`src/rtl/pflash_pkg.sv`:
```
// Package: shared state encoding and page geometry for the flash bus master.
// Assumes a page of 2**PG_BITS words (twice that many bytes in byte mode).
package pflash_pkg;
    localparam int PG_BITS = 3;

    typedef enum logic [2:0] {
        ST_IDLE  = 3'd0,
        ST_READ  = 3'd1,
        ST_WSET  = 3'd2,
        ST_WPUL  = 3'd3,
        ST_WHLD  = 3'd4
    } pf_state_e;
endpackage

```
`src/rtl/pflash_timer.sv`:
```
// Module: down-counter that times one bus phase.
// A load of N gives max(N,1) cycles until done; a load of 0 behaves as 1.
module pflash_timer #(
    parameter int CNT_W = 8
) (
    input  logic             clk,
    input  logic             rst_n,
    input  logic             load,
    input  logic [CNT_W-1:0] load_val,
    output logic             done
);
    localparam logic [CNT_W-1:0] ONE = {{(CNT_W-1){1'b0}}, 1'b1};

    logic [CNT_W-1:0] cnt_q;

    // Load the phase length minus one, then count down to zero.
    always_ff @(posedge clk) begin
        if (!rst_n) begin
            cnt_q <= '0;
        end else if (load) begin
            cnt_q <= (load_val == '0) ? '0 : load_val - ONE;
        end else if (cnt_q != '0) begin
            cnt_q <= cnt_q - ONE;
        end
    end

    assign done = (cnt_q == '0);
endmodule

```
`src/rtl/pflash_page_addr.sv`:
```
// Module: computes the next burst address and whether it opens a new page.
// Assumes word pages of 2**PG_BITS entries; byte pages use one extra bit.
module pflash_page_addr #(
    parameter int ADDR_W  = 24,
    parameter int PG_BITS = 3
) (
    input  logic [ADDR_W-1:0] cur_addr,
    input  logic              byte_mode,
    output logic [ADDR_W-1:0] next_addr,
    output logic              new_page
);
    localparam logic [ADDR_W-1:0] ONE = {{(ADDR_W-1){1'b0}}, 1'b1};

    // Increment and look at the in-page bits of the result.
    always_comb begin
        next_addr = cur_addr + ONE;
        if (byte_mode) begin
            new_page = (next_addr[PG_BITS:0] == '0);
        end else begin
            new_page = (next_addr[PG_BITS-1:0] == '0);
        end
    end
endmodule

```
`src/rtl/pflash_seq.sv`:
```
// Module: bus-cycle sequencer. Accepts one request in idle, then walks
// read beats or the write setup/pulse/hold phases using an external timer.
// Assumes the timer reports done in the cycle its programmed phase ends.
module pflash_seq
    import pflash_pkg::*;
#(
    parameter int ADDR_W  = 24,
    parameter int DATA_W  = 16,
    parameter int CNT_W   = 8,
    parameter int LEN_W   = 3
) (
    input  logic              clk,
    input  logic              rst_n,
    input  logic [CNT_W-1:0]  t_rand,
    input  logic [CNT_W-1:0]  t_page,
    input  logic [CNT_W-1:0]  t_wep,
    input  logic [CNT_W-1:0]  t_edge,
    input  logic              req_valid,
    input  logic              req_write,
    input  logic [ADDR_W-1:0] req_addr,
    input  logic [LEN_W-1:0]  req_len,
    input  logic [DATA_W-1:0] wdata_fmt,
    output logic              req_ready,
    input  logic              tmr_done,
    output logic              tmr_load,
    output logic [CNT_W-1:0]  tmr_val,
    input  logic [ADDR_W-1:0] nxt_addr,
    input  logic              nxt_new_page,
    output logic [ADDR_W-1:0] addr_q,
    output logic              sample,
    output logic              ce_n,
    output logic              oe_n,
    output logic              we_n,
    output logic [DATA_W-1:0] dq_o,
    output logic              dq_oe
);
    localparam logic [LEN_W-1:0] ONE_L = {{(LEN_W-1){1'b0}}, 1'b1};

    pf_state_e         state_q;
    logic [LEN_W-1:0]  left_q;
    logic [DATA_W-1:0] wdata_q;
    logic              accept;

    assign req_ready = (state_q == ST_IDLE);
    assign accept    = req_ready && req_valid;

    // Phase transitions, address stepping and request capture.
    always_ff @(posedge clk) begin
        if (!rst_n) begin
            state_q <= ST_IDLE;
            left_q  <= '0;
            addr_q  <= '0;
            wdata_q <= '0;
        end else begin
            case (state_q)
                ST_IDLE: if (accept) begin
                    addr_q  <= req_addr;
                    wdata_q <= wdata_fmt;
                    left_q  <= req_len;
                    state_q <= req_write ? ST_WSET : ST_READ;
                end
                ST_READ: if (tmr_done) begin
                    if (left_q == '0) begin
                        state_q <= ST_IDLE;
                    end else begin
                        left_q <= left_q - ONE_L;
                        addr_q <= nxt_addr;
                    end
                end
                ST_WSET: if (tmr_done) state_q <= ST_WPUL;
                ST_WPUL: if (tmr_done) state_q <= ST_WHLD;
                ST_WHLD: if (tmr_done) state_q <= ST_IDLE;
                default: state_q <= ST_IDLE;
            endcase
        end
    end

    // Pick the length of the phase about to begin.
    always_comb begin
        tmr_load = 1'b0;
        tmr_val  = t_rand;
        case (state_q)
            ST_IDLE: begin
                tmr_load = accept;
                tmr_val  = req_write ? t_edge : t_rand;
            end
            ST_READ: begin
                tmr_load = tmr_done && (left_q != '0);
                tmr_val  = nxt_new_page ? t_rand : t_page;
            end
            ST_WSET: begin
                tmr_load = tmr_done;
                tmr_val  = t_wep;
            end
            ST_WPUL: begin
                tmr_load = tmr_done;
                tmr_val  = t_edge;
            end
            default: begin
                tmr_load = 1'b0;
                tmr_val  = t_rand;
            end
        endcase
    end

    // Bus pin decode from the phase register.
    always_comb begin
        ce_n   = (state_q == ST_IDLE);
        oe_n   = (state_q != ST_READ);
        we_n   = (state_q != ST_WPUL);
        dq_oe  = (state_q == ST_WSET) || (state_q == ST_WPUL) || (state_q == ST_WHLD);
        dq_o   = wdata_q;
        sample = (state_q == ST_READ) && tmr_done;
    end
endmodule

```
`src/rtl/pflash_master.sv`:
```
// Module: top of the parallel flash bus master. Joins the sequencer, the
// phase timer and the page address stepper, and formats byte-lane data.
// Assumes the configuration inputs are held steady while a cycle runs.
module pflash_master
    import pflash_pkg::*;
#(
    parameter int ADDR_W = 24,
    parameter int DATA_W = 16,
    parameter int CNT_W  = 8
) (
    input  logic              clk,
    input  logic              rst_n,
    input  logic              cfg_byte_mode,
    input  logic [CNT_W-1:0]  cfg_t_rand,
    input  logic [CNT_W-1:0]  cfg_t_page,
    input  logic [CNT_W-1:0]  cfg_t_wep,
    input  logic [CNT_W-1:0]  cfg_t_edge,
    input  logic              req_valid,
    output logic              req_ready,
    input  logic              req_write,
    input  logic [ADDR_W-1:0] req_addr,
    input  logic [PG_BITS-1:0] req_len,
    input  logic [DATA_W-1:0] req_wdata,
    output logic              rd_valid,
    output logic [DATA_W-1:0] rd_data,
    output logic              fl_ce_n,
    output logic              fl_oe_n,
    output logic              fl_we_n,
    output logic [ADDR_W-1:0] fl_addr,
    output logic [DATA_W-1:0] fl_dq_o,
    output logic              fl_dq_oe,
    input  logic [DATA_W-1:0] fl_dq_i
);
    localparam int LOW_W = 8;

    logic              tmr_load, tmr_done, sample, nxt_new_page;
    logic [CNT_W-1:0]  tmr_val;
    logic [ADDR_W-1:0] nxt_addr;
    logic [DATA_W-1:0] wdata_fmt, rdata_fmt;

    // Byte mode uses only the low lane in both directions.
    generate
        if (DATA_W > LOW_W) begin : g_lanes
            assign wdata_fmt = cfg_byte_mode ? {{(DATA_W-LOW_W){1'b0}}, req_wdata[LOW_W-1:0]} : req_wdata;
            assign rdata_fmt = cfg_byte_mode ? {{(DATA_W-LOW_W){1'b0}}, fl_dq_i[LOW_W-1:0]} : fl_dq_i;
        end else begin : g_narrow
            assign wdata_fmt = req_wdata;
            assign rdata_fmt = fl_dq_i;
        end
    endgenerate

    pflash_timer #(.CNT_W(CNT_W)) u_tmr (
        .clk      (clk),
        .rst_n    (rst_n),
        .load     (tmr_load),
        .load_val (tmr_val),
        .done     (tmr_done)
    );

    pflash_page_addr #(.ADDR_W(ADDR_W), .PG_BITS(PG_BITS)) u_pga (
        .cur_addr  (fl_addr),
        .byte_mode (cfg_byte_mode),
        .next_addr (nxt_addr),
        .new_page  (nxt_new_page)
    );

    pflash_seq #(.ADDR_W(ADDR_W), .DATA_W(DATA_W), .CNT_W(CNT_W), .LEN_W(PG_BITS)) u_seq (
        .clk          (clk),
        .rst_n        (rst_n),
        .t_rand       (cfg_t_rand),
        .t_page       (cfg_t_page),
        .t_wep        (cfg_t_wep),
        .t_edge       (cfg_t_edge),
        .req_valid    (req_valid),
        .req_write    (req_write),
        .req_addr     (req_addr),
        .req_len      (req_len),
        .wdata_fmt    (wdata_fmt),
        .req_ready    (req_ready),
        .tmr_done     (tmr_done),
        .tmr_load     (tmr_load),
        .tmr_val      (tmr_val),
        .nxt_addr     (nxt_addr),
        .nxt_new_page (nxt_new_page),
        .addr_q       (fl_addr),
        .sample       (sample),
        .ce_n         (fl_ce_n),
        .oe_n         (fl_oe_n),
        .we_n         (fl_we_n),
        .dq_o         (fl_dq_o),
        .dq_oe        (fl_dq_oe)
    );

    // Register each sampled beat and raise its one-cycle strobe.
    always_ff @(posedge clk) begin
        if (!rst_n) begin
            rd_valid <= 1'b0;
            rd_data  <= '0;
        end else begin
            rd_valid <= sample;
            if (sample) rd_data <= rdata_fmt;
        end
    end
endmodule

```
`config.mk`:
```
export PLATFORM = sky130hd
export DESIGN_NAME = pflash_master
export DESIGN_NICKNAME = d
export VERILOG_FILES = /design/src/rtl/pflash_pkg.sv /design/src/rtl/pflash_timer.sv /design/src/rtl/pflash_page_addr.sv /design/src/rtl/pflash_seq.sv /design/src/rtl/pflash_master.sv
export SDC_FILE = /design/constraint.sdc
export NUM_CORES = 1
export LEC_CHECK = 0
export BUFFER_PORTS_ARGS = -buffer_cell sky130_fd_sc_hd__buf_2
export CORE_AREA = 2 2 103 105
export CTS_CLUSTER_DIAMETER = 40
export DETAILED_ROUTE_END_ITERATION = 8
export DIE_AREA = 0 0 105 107
export PLACE_DENSITY = 0.7
export RECOVER_POWER = 50
export SLEW_MARGIN = 30
export SYNTH_ARGS = -nofsm -noshare
export SYNTH_HDL_FRONTEND = slang
export SYNTH_HIERARCHICAL = 1
export SYNTH_SLANG_ARGS = --single-unit
```
`constraint.sdc`:
```
create_clock -name clk -period 3.7 [get_ports clk]
set_input_delay 0.555 -clock clk [delete_from_list [all_inputs] [get_ports clk]]
set_output_delay 0.555 -clock clk [all_outputs]
set_load 0.01 [all_outputs]
```
### Word level (Yosys, flattened, before mapping)

Index checks and enable logic that the tools add are counted.

* register bits after elaboration: 71
* input bits: 96
* output and inout port bits: 62
* logic and storage cells: 69

* $add $sub $neg: 4
* equal/unequal tests: 13
* mux-type cells: 26
* reduce and logical (&&, ||, !) cells: 19

Operators with widths (number)
* 24-bit two-way mux: 3
* 24-bit case mux with 2 select lines: 1
* 8-bit two-way mux: 5
* 16-bit two-way mux: 2
* 8-bit case mux with 4 select lines: 1
* 3-bit two-way mux: 9
* 24-bit by 1-bit adder with 24-bit output, second input constant: 1
* 8-bit zero test: 2
* 8-bit by 1-bit subtractor with 8-bit output, second input constant: 2
* 3-bit case mux with 5 select lines: 1
* 2-bit by 1-bit != test with 1-bit output, second input constant: 5
* 3-bit zero test: 3
* 8-bit nonzero test: 1
* 3-bit by 2-bit == test with 1-bit output, second input constant: 2
* 3-bit case mux with 2 select lines: 1
* 6-bit AND reduction: 1
* 4-bit zero test: 1
* 2-bit != test, second input constant: 2
* 4-bit AND reduction: 1
* 2-bit nonzero test: 2
* 3-bit by 1-bit == test with 1-bit output, second input constant: 1
* 3-bit == test, second input constant: 1
* 1-bit logical AND: 3
* 3-bit by 1-bit != test with 1-bit output, second input constant: 1
* other kinds (9): 10

### Depth between registers and ports, before layout

* word-level depth: 8
* mapped depth: 14
* depth with buffers taken out: 13

### Cells and area by module

Netlist, hierarchy kept.

Modules (own cells, without submodules)
* pflash_seq: instances 1, cells an instance 294, area an instance 2471.1 um^2, seq. area each 920.9 um^2
* pflash_master: instances 1, cells an instance 72, area an instance 710.7 um^2, seq. area each 340.3 um^2
* pflash_timer: instances 1, cells an instance 70, area an instance 625.6 um^2, seq. area each 160.2 um^2
* pflash_page_addr: instances 1, cells an instance 68, area an instance 460.4 um^2, seq. area each 0.0 um^2

### Least setup slack after synthesis

No wires, ideal clock.

* kind: register to register
* start: register u_seq.addr_q[0]
* end: register u_tmr.cnt_q[0]
* library setup time: 0.119 ns
* arrival: 3.044 ns
* required time: 3.581 ns
* path slack: 0.537 ns
* stages on the path, launching flop included: 13
* buffers on the path: 1
* period minus slack after synthesis: 3.163 ns
* cell sequence: dfxtp_1 > ha_1 > ha_1 > nand3b_1 > o22ai_1 > buf_1 > mux2i_1 > o2bb2ai_1 > a221o_1 > nor4_2 > a31o_2 > nor2_1 > o221a_2

* longest elaborated chain between the ends: 8
* elaborated cells between the ends (all ways): 10
* classes of those cells: add/sub (2); mux (5); reduce/logical (3)

Ends and longest elaborated chain
* start, declared: RTL line pflash_seq.sv:29 `output logic [ADDR_W-1:0] addr_q,`
* start signal, assigned: RTL line pflash_seq.sv:57 `addr_q <= req_addr;`
* start signal, assigned: RTL line pflash_seq.sv:67 `addr_q <= nxt_addr;`
* 24-bit by 1-bit adder with 24-bit output *: RTL line pflash_page_addr.sv:16 `next_addr = cur_addr + ONE;`
* net nxt_addr[2]: RTL line pflash_master.sv:38 `logic [ADDR_W-1:0] nxt_addr;`
* 4-bit zero test / 3-bit zero test (equally long branches): RTL line pflash_page_addr.sv:18, pflash_page_addr.sv:20
* 1-bit two-way mux *: RTL line pflash_page_addr.sv:17 `if (byte_mode) begin`
* net nxt_new_page: RTL line pflash_master.sv:36 `logic tmr_load, tmr_done, sample, nxt_new_page;`
* 8-bit two-way mux *: RTL line pflash_seq.sv:89 `tmr_val = nxt_new_page ? t_rand : t_page;`
* 8-bit case mux with 4 select lines *: RTL line pflash_seq.sv:82 `case (state_q)`
* net tmr_val[5]: RTL line pflash_master.sv:37 `logic [CNT_W-1:0] tmr_val;`
* 8-bit zero test *: RTL line pflash_timer.sv:21 `cnt_q <= (load_val == '0) ? '0 : load_val - ONE;`
* 8-bit two-way mux *: RTL line pflash_timer.sv:21
* 8-bit two-way mux *: RTL line pflash_timer.sv:20 `end else if (load) begin`
* end signal, assigned: RTL line pflash_timer.sv:21
* end signal, assigned: RTL line pflash_timer.sv:23 `cnt_q <= cnt_q - ONE;`
* end, declared: RTL line pflash_timer.sv:14 `logic [CNT_W-1:0] cnt_q;`

Mark *: on every way through the listed nets, which the timed path passes. The rest lies on a longest branch.
A chain may end at the register's enable or synchronous reset.

### Final worst setup path

Same ends and word-level chain as after synthesis.

==> results.md <==
* Post-synthesis to final-layout area growth at 23.45%
* Setup Skew at 0.01338 ns
* Clock tree from TritonCTS: yes
* Initial core utilization at approximately 42%
* Routed wirelength normalized by instance count at 14.26 um
* Final-stage net count at 756
* 1st-pass router iterations at 4
* Number of instances resized during post-cts repair at 0
* Antenna cell count at 0
* PortBufs at 157
* Top_reg_cell synth: sky130_fd_sc_hd__dfxtp_1
* Top post-synthesis cells by count: 109 x sky130_fd_sc_hd__nand2_1, 71 x sky130_fd_sc_hd__dfxtp_1, 37 x sky130_fd_sc_hd__nor2_1
* Deepest clock path buffer count at 2
* Count of warnings emitted by yosys at 6
* Cell with the most instances after synthesis: sky130_fd_sc_hd__nand2_1
* Buffer and inverter count on the worst path at 1
* Total GRT Usage at 19.99%
* Initial antenna violation count at 0
* Via/cell ratio at 5.165
* Post-CTS setup buffer count at 0
* Clock buffer count from CTS at 9
* Class of the tightest hold or removal check: input port to flop
* Post-CTS clock slew at the launch and capture registers of the worst setup and hold paths at 0.09 ns
* Worst Tran Pin Value at 0.8443 ns
* Setup CP Type: flop to flop
* Net count of the mapped netlist at 608
* Final worst path period share at 86.23%
* Die outline height at about 110 um
* Largest stage delay on the critical path at about 0.46 ns
* IR Drop Worst-Case VDD at between 0.2 and 0.3 mV
* Number of DRC markers in iteration 0 at 126
* Number of levels the H-tree was split into at 3
* Max Clk Rate at 313.4 MHz
* Required time of the worst setup path at 3.93 ns
* Insertion delay to the later sink of the worst-skew pair at roughly 0.35 ns
* Outcome: complete, no violations
* Max-slew violations at 0
* Worst max-slew margin expressed relative to the limit at 43.68%
* Ranking of synthesized cells by area: sky130_fd_sc_hd__dfxtp_1 33%, sky130_fd_sc_hd__nand2_1 9.6%, sky130_fd_sc_hd__a311oi_2 8.4%
* #FFs+latches synth at about 70
* Max Cap Violations at 0
* Worst slack at placement at 0.5434 ns
* Clock sinks at between 70 and 80
* Syn_area_per_cell at roughly 8.5 um^2
* P per Cell Area at 623.5 nW/um^2
* # setup viols final at 0
* Routed Antenna Nets at 0
* Cell area after synthesis at 4268 um^2
* Overall routed net length at 11.31 mm
* CP arrival at 3.42 ns
* Critical Path, Cell by Cell: ha_1, ha_1, nand3b_1, o22ai_1, buf_4, mux2i_1, o2bb2ai_1, a221o_1, nor4_2, a31o_2, nor2_1, o221a_2
* Overall power after layout at around 3.3 mW
* Row cnt at 37
* Maximum number of pins on one net before global-route repair at 35
* Number of remaining DRC errors at 0
* Area share of the largest cell type after synthesis at 33.30%
* Highest fanout seen on the critical path at 8
* FFs w/ async S/R, synth at 0%
* Overall die width at 105 um
* Grt total ovfl at 0
* Sequential element share of the synthesized area at 33.30%
* Cell count after synthesis at about 500
* Routed via count at 4,096
* CP top delay family: compound AO/OA/AOI/OAI gates
* Top cell type by total area after synthesis: sky130_fd_sc_hd__dfxtp_1
* Post-Route Hold Slack at 0.4413 ns
* RSZ-0062 raised after global routing: no
* Half-perimeter wire length of the detailed placement result at 8.245 mm
* Root buf cell: sky130_fd_sc_hd__clkbuf_8
* Fraction of final layout cells with drive strength greater than 1 at 26.03%
* Startpoint type of the worst setup path: flop
* Number of global-route vias before repair at 4,016
* Global-route wire length before repair at 18.51 mm
* Number of enable flip-flop cells after synthesis at 0
* Cell with the biggest individual delay on the critical path: sky130_fd_sc_hd__dfxtp_1
* Setup TNS at 0 ns
* Core area at a little over 10,000 um^2
* Die area at about 11,000 um^2
* Last weighted congestion value of the routability-driven placer at 0.8424
* Crit path top cell by count: sky130_fd_sc_hd__ha_1
* Leakage power at 2.019 nW
* Endpoints failing hold at 0
* Crit path setup slack, layout at between 0.5 and 0.6 ns
* I/O pin count at 158
* Count of different cell masters after synthesis at 60
* Number of buffers inserted by hold repair at cts at 0
* Kind of end point of the critical path: flop
* Min Tclk post-route at 3.191 ns
## layout by cell type (no fill, tap or decap), types with 8 or more instances in the layout
master / n
sky130_fd_sc_hd__a21oi_1: 25
sky130_fd_sc_hd__inv_1: 16
sky130_fd_sc_hd__xor2_1: 8
sky130_fd_sc_hd__clkbuf_1: 57
sky130_fd_sc_hd__o2bb2ai_1: 8
sky130_fd_sc_hd__nand3_1: 12
sky130_fd_sc_hd__nor2b_1: 17
sky130_fd_sc_hd__xnor2_1: 21
sky130_fd_sc_hd__a221o_1: 8
sky130_fd_sc_hd__a311oi_2: 24
sky130_fd_sc_hd__clkbuf_8: 9
sky130_fd_sc_hd__ha_1: 8
sky130_fd_sc_hd__nand3b_1: 9
sky130_fd_sc_hd__mux2i_1: 18
sky130_fd_sc_hd__buf_2: 100
sky130_fd_sc_hd__dfxtp_1: 71
sky130_fd_sc_hd__nor2_1: 37
sky130_fd_sc_hd__o21ai_0: 8
sky130_fd_sc_hd__nand2_1: 109
sky130_fd_sc_hd__buf_4: 8
## metal layers
metal | GRT usage, % | vias to the layer above | wire (um)
met5 | 0 | - | 0
met2 | 35.53 | 121 | 5452
met3 | 3.343 | 8 | 587
met1 | 24.38 | 1902 | 5173
met4 | 6.952 | 0 | 96
li1 | - | 2065 | -
## flip-flops by register name, summed over array words and instances (netlist names)
register and count:
rd_valid 1, u_seq/state_q 3, u_tmr/cnt_q 8, rd_data 16
u_seq/addr_q 24, u_seq/dq_o 16, u_seq/left_q 3
## layout make-up
type                    count  area, um^2
flip-flops and latches     71        1421
repair buffers            165       774.5
well taps                 136       170.2
clock inverters             7       100.1
multi-input cells         387        2611
fillers                  1018        4823
clock buffers               9       123.9
inverters                  18       67.56
## power breakdown
part           total [mW]  switching (mW)  internal (mW)
clock network       0.703           0.315          0.388
logic                1.45           0.828          0.623
registers            1.13           0.207          0.925
total                3.29            1.35           1.94
## tightest hold or removal path, stage by stage
cell	delay, ns
sky130_fd_sc_hd__buf_2	0.10
sky130_fd_sc_hd__nand2_1	0.05
sky130_fd_sc_hd__a21oi_1	0.05
## metrics by stage
step	cells	area, um^2	utilization (%)
3_5_place_dp	777	5116	50.69
2_1_floorplan	504	4268	-
5_1_grt	793	5269	52.21
4_1_cts	793	5340	52.91
3_3_place_gp	777	5116	50.69
6_report	793	5269	52.21
## cells by family after synthesis
kind of cell / share of synthesized area (%)
xor+xnor: 5.951
flops: 33.30
compound gates: 21.84
fa+ha+maj: 2.345
mux: 4.485
simple gates: 26.41
buf+inv: 5.658
## final timing paths
path | startpoint | end | slack, ns | depth (start not counted)
max | u_seq/addr_q[0]$_SDFFE_PN0P_ | u_tmr/cnt_q[0]$_SDFFE_PN0P_ | 0.51 | 12
min | req_wdata[0] | u_seq/dq_o[0]$_SDFFE_PN0P_ | 0.44 | 3
max reg2reg | u_seq/addr_q[0]$_SDFFE_PN0P_ | u_tmr/cnt_q[0]$_SDFFE_PN0P_ | 0.51 | 12
min reg2reg | u_seq/dq_o[6]$_SDFFE_PN0P_ | u_seq/dq_o[6]$_SDFFE_PN0P_ | 0.46 | 2
(Power assumes the default switching activity.)
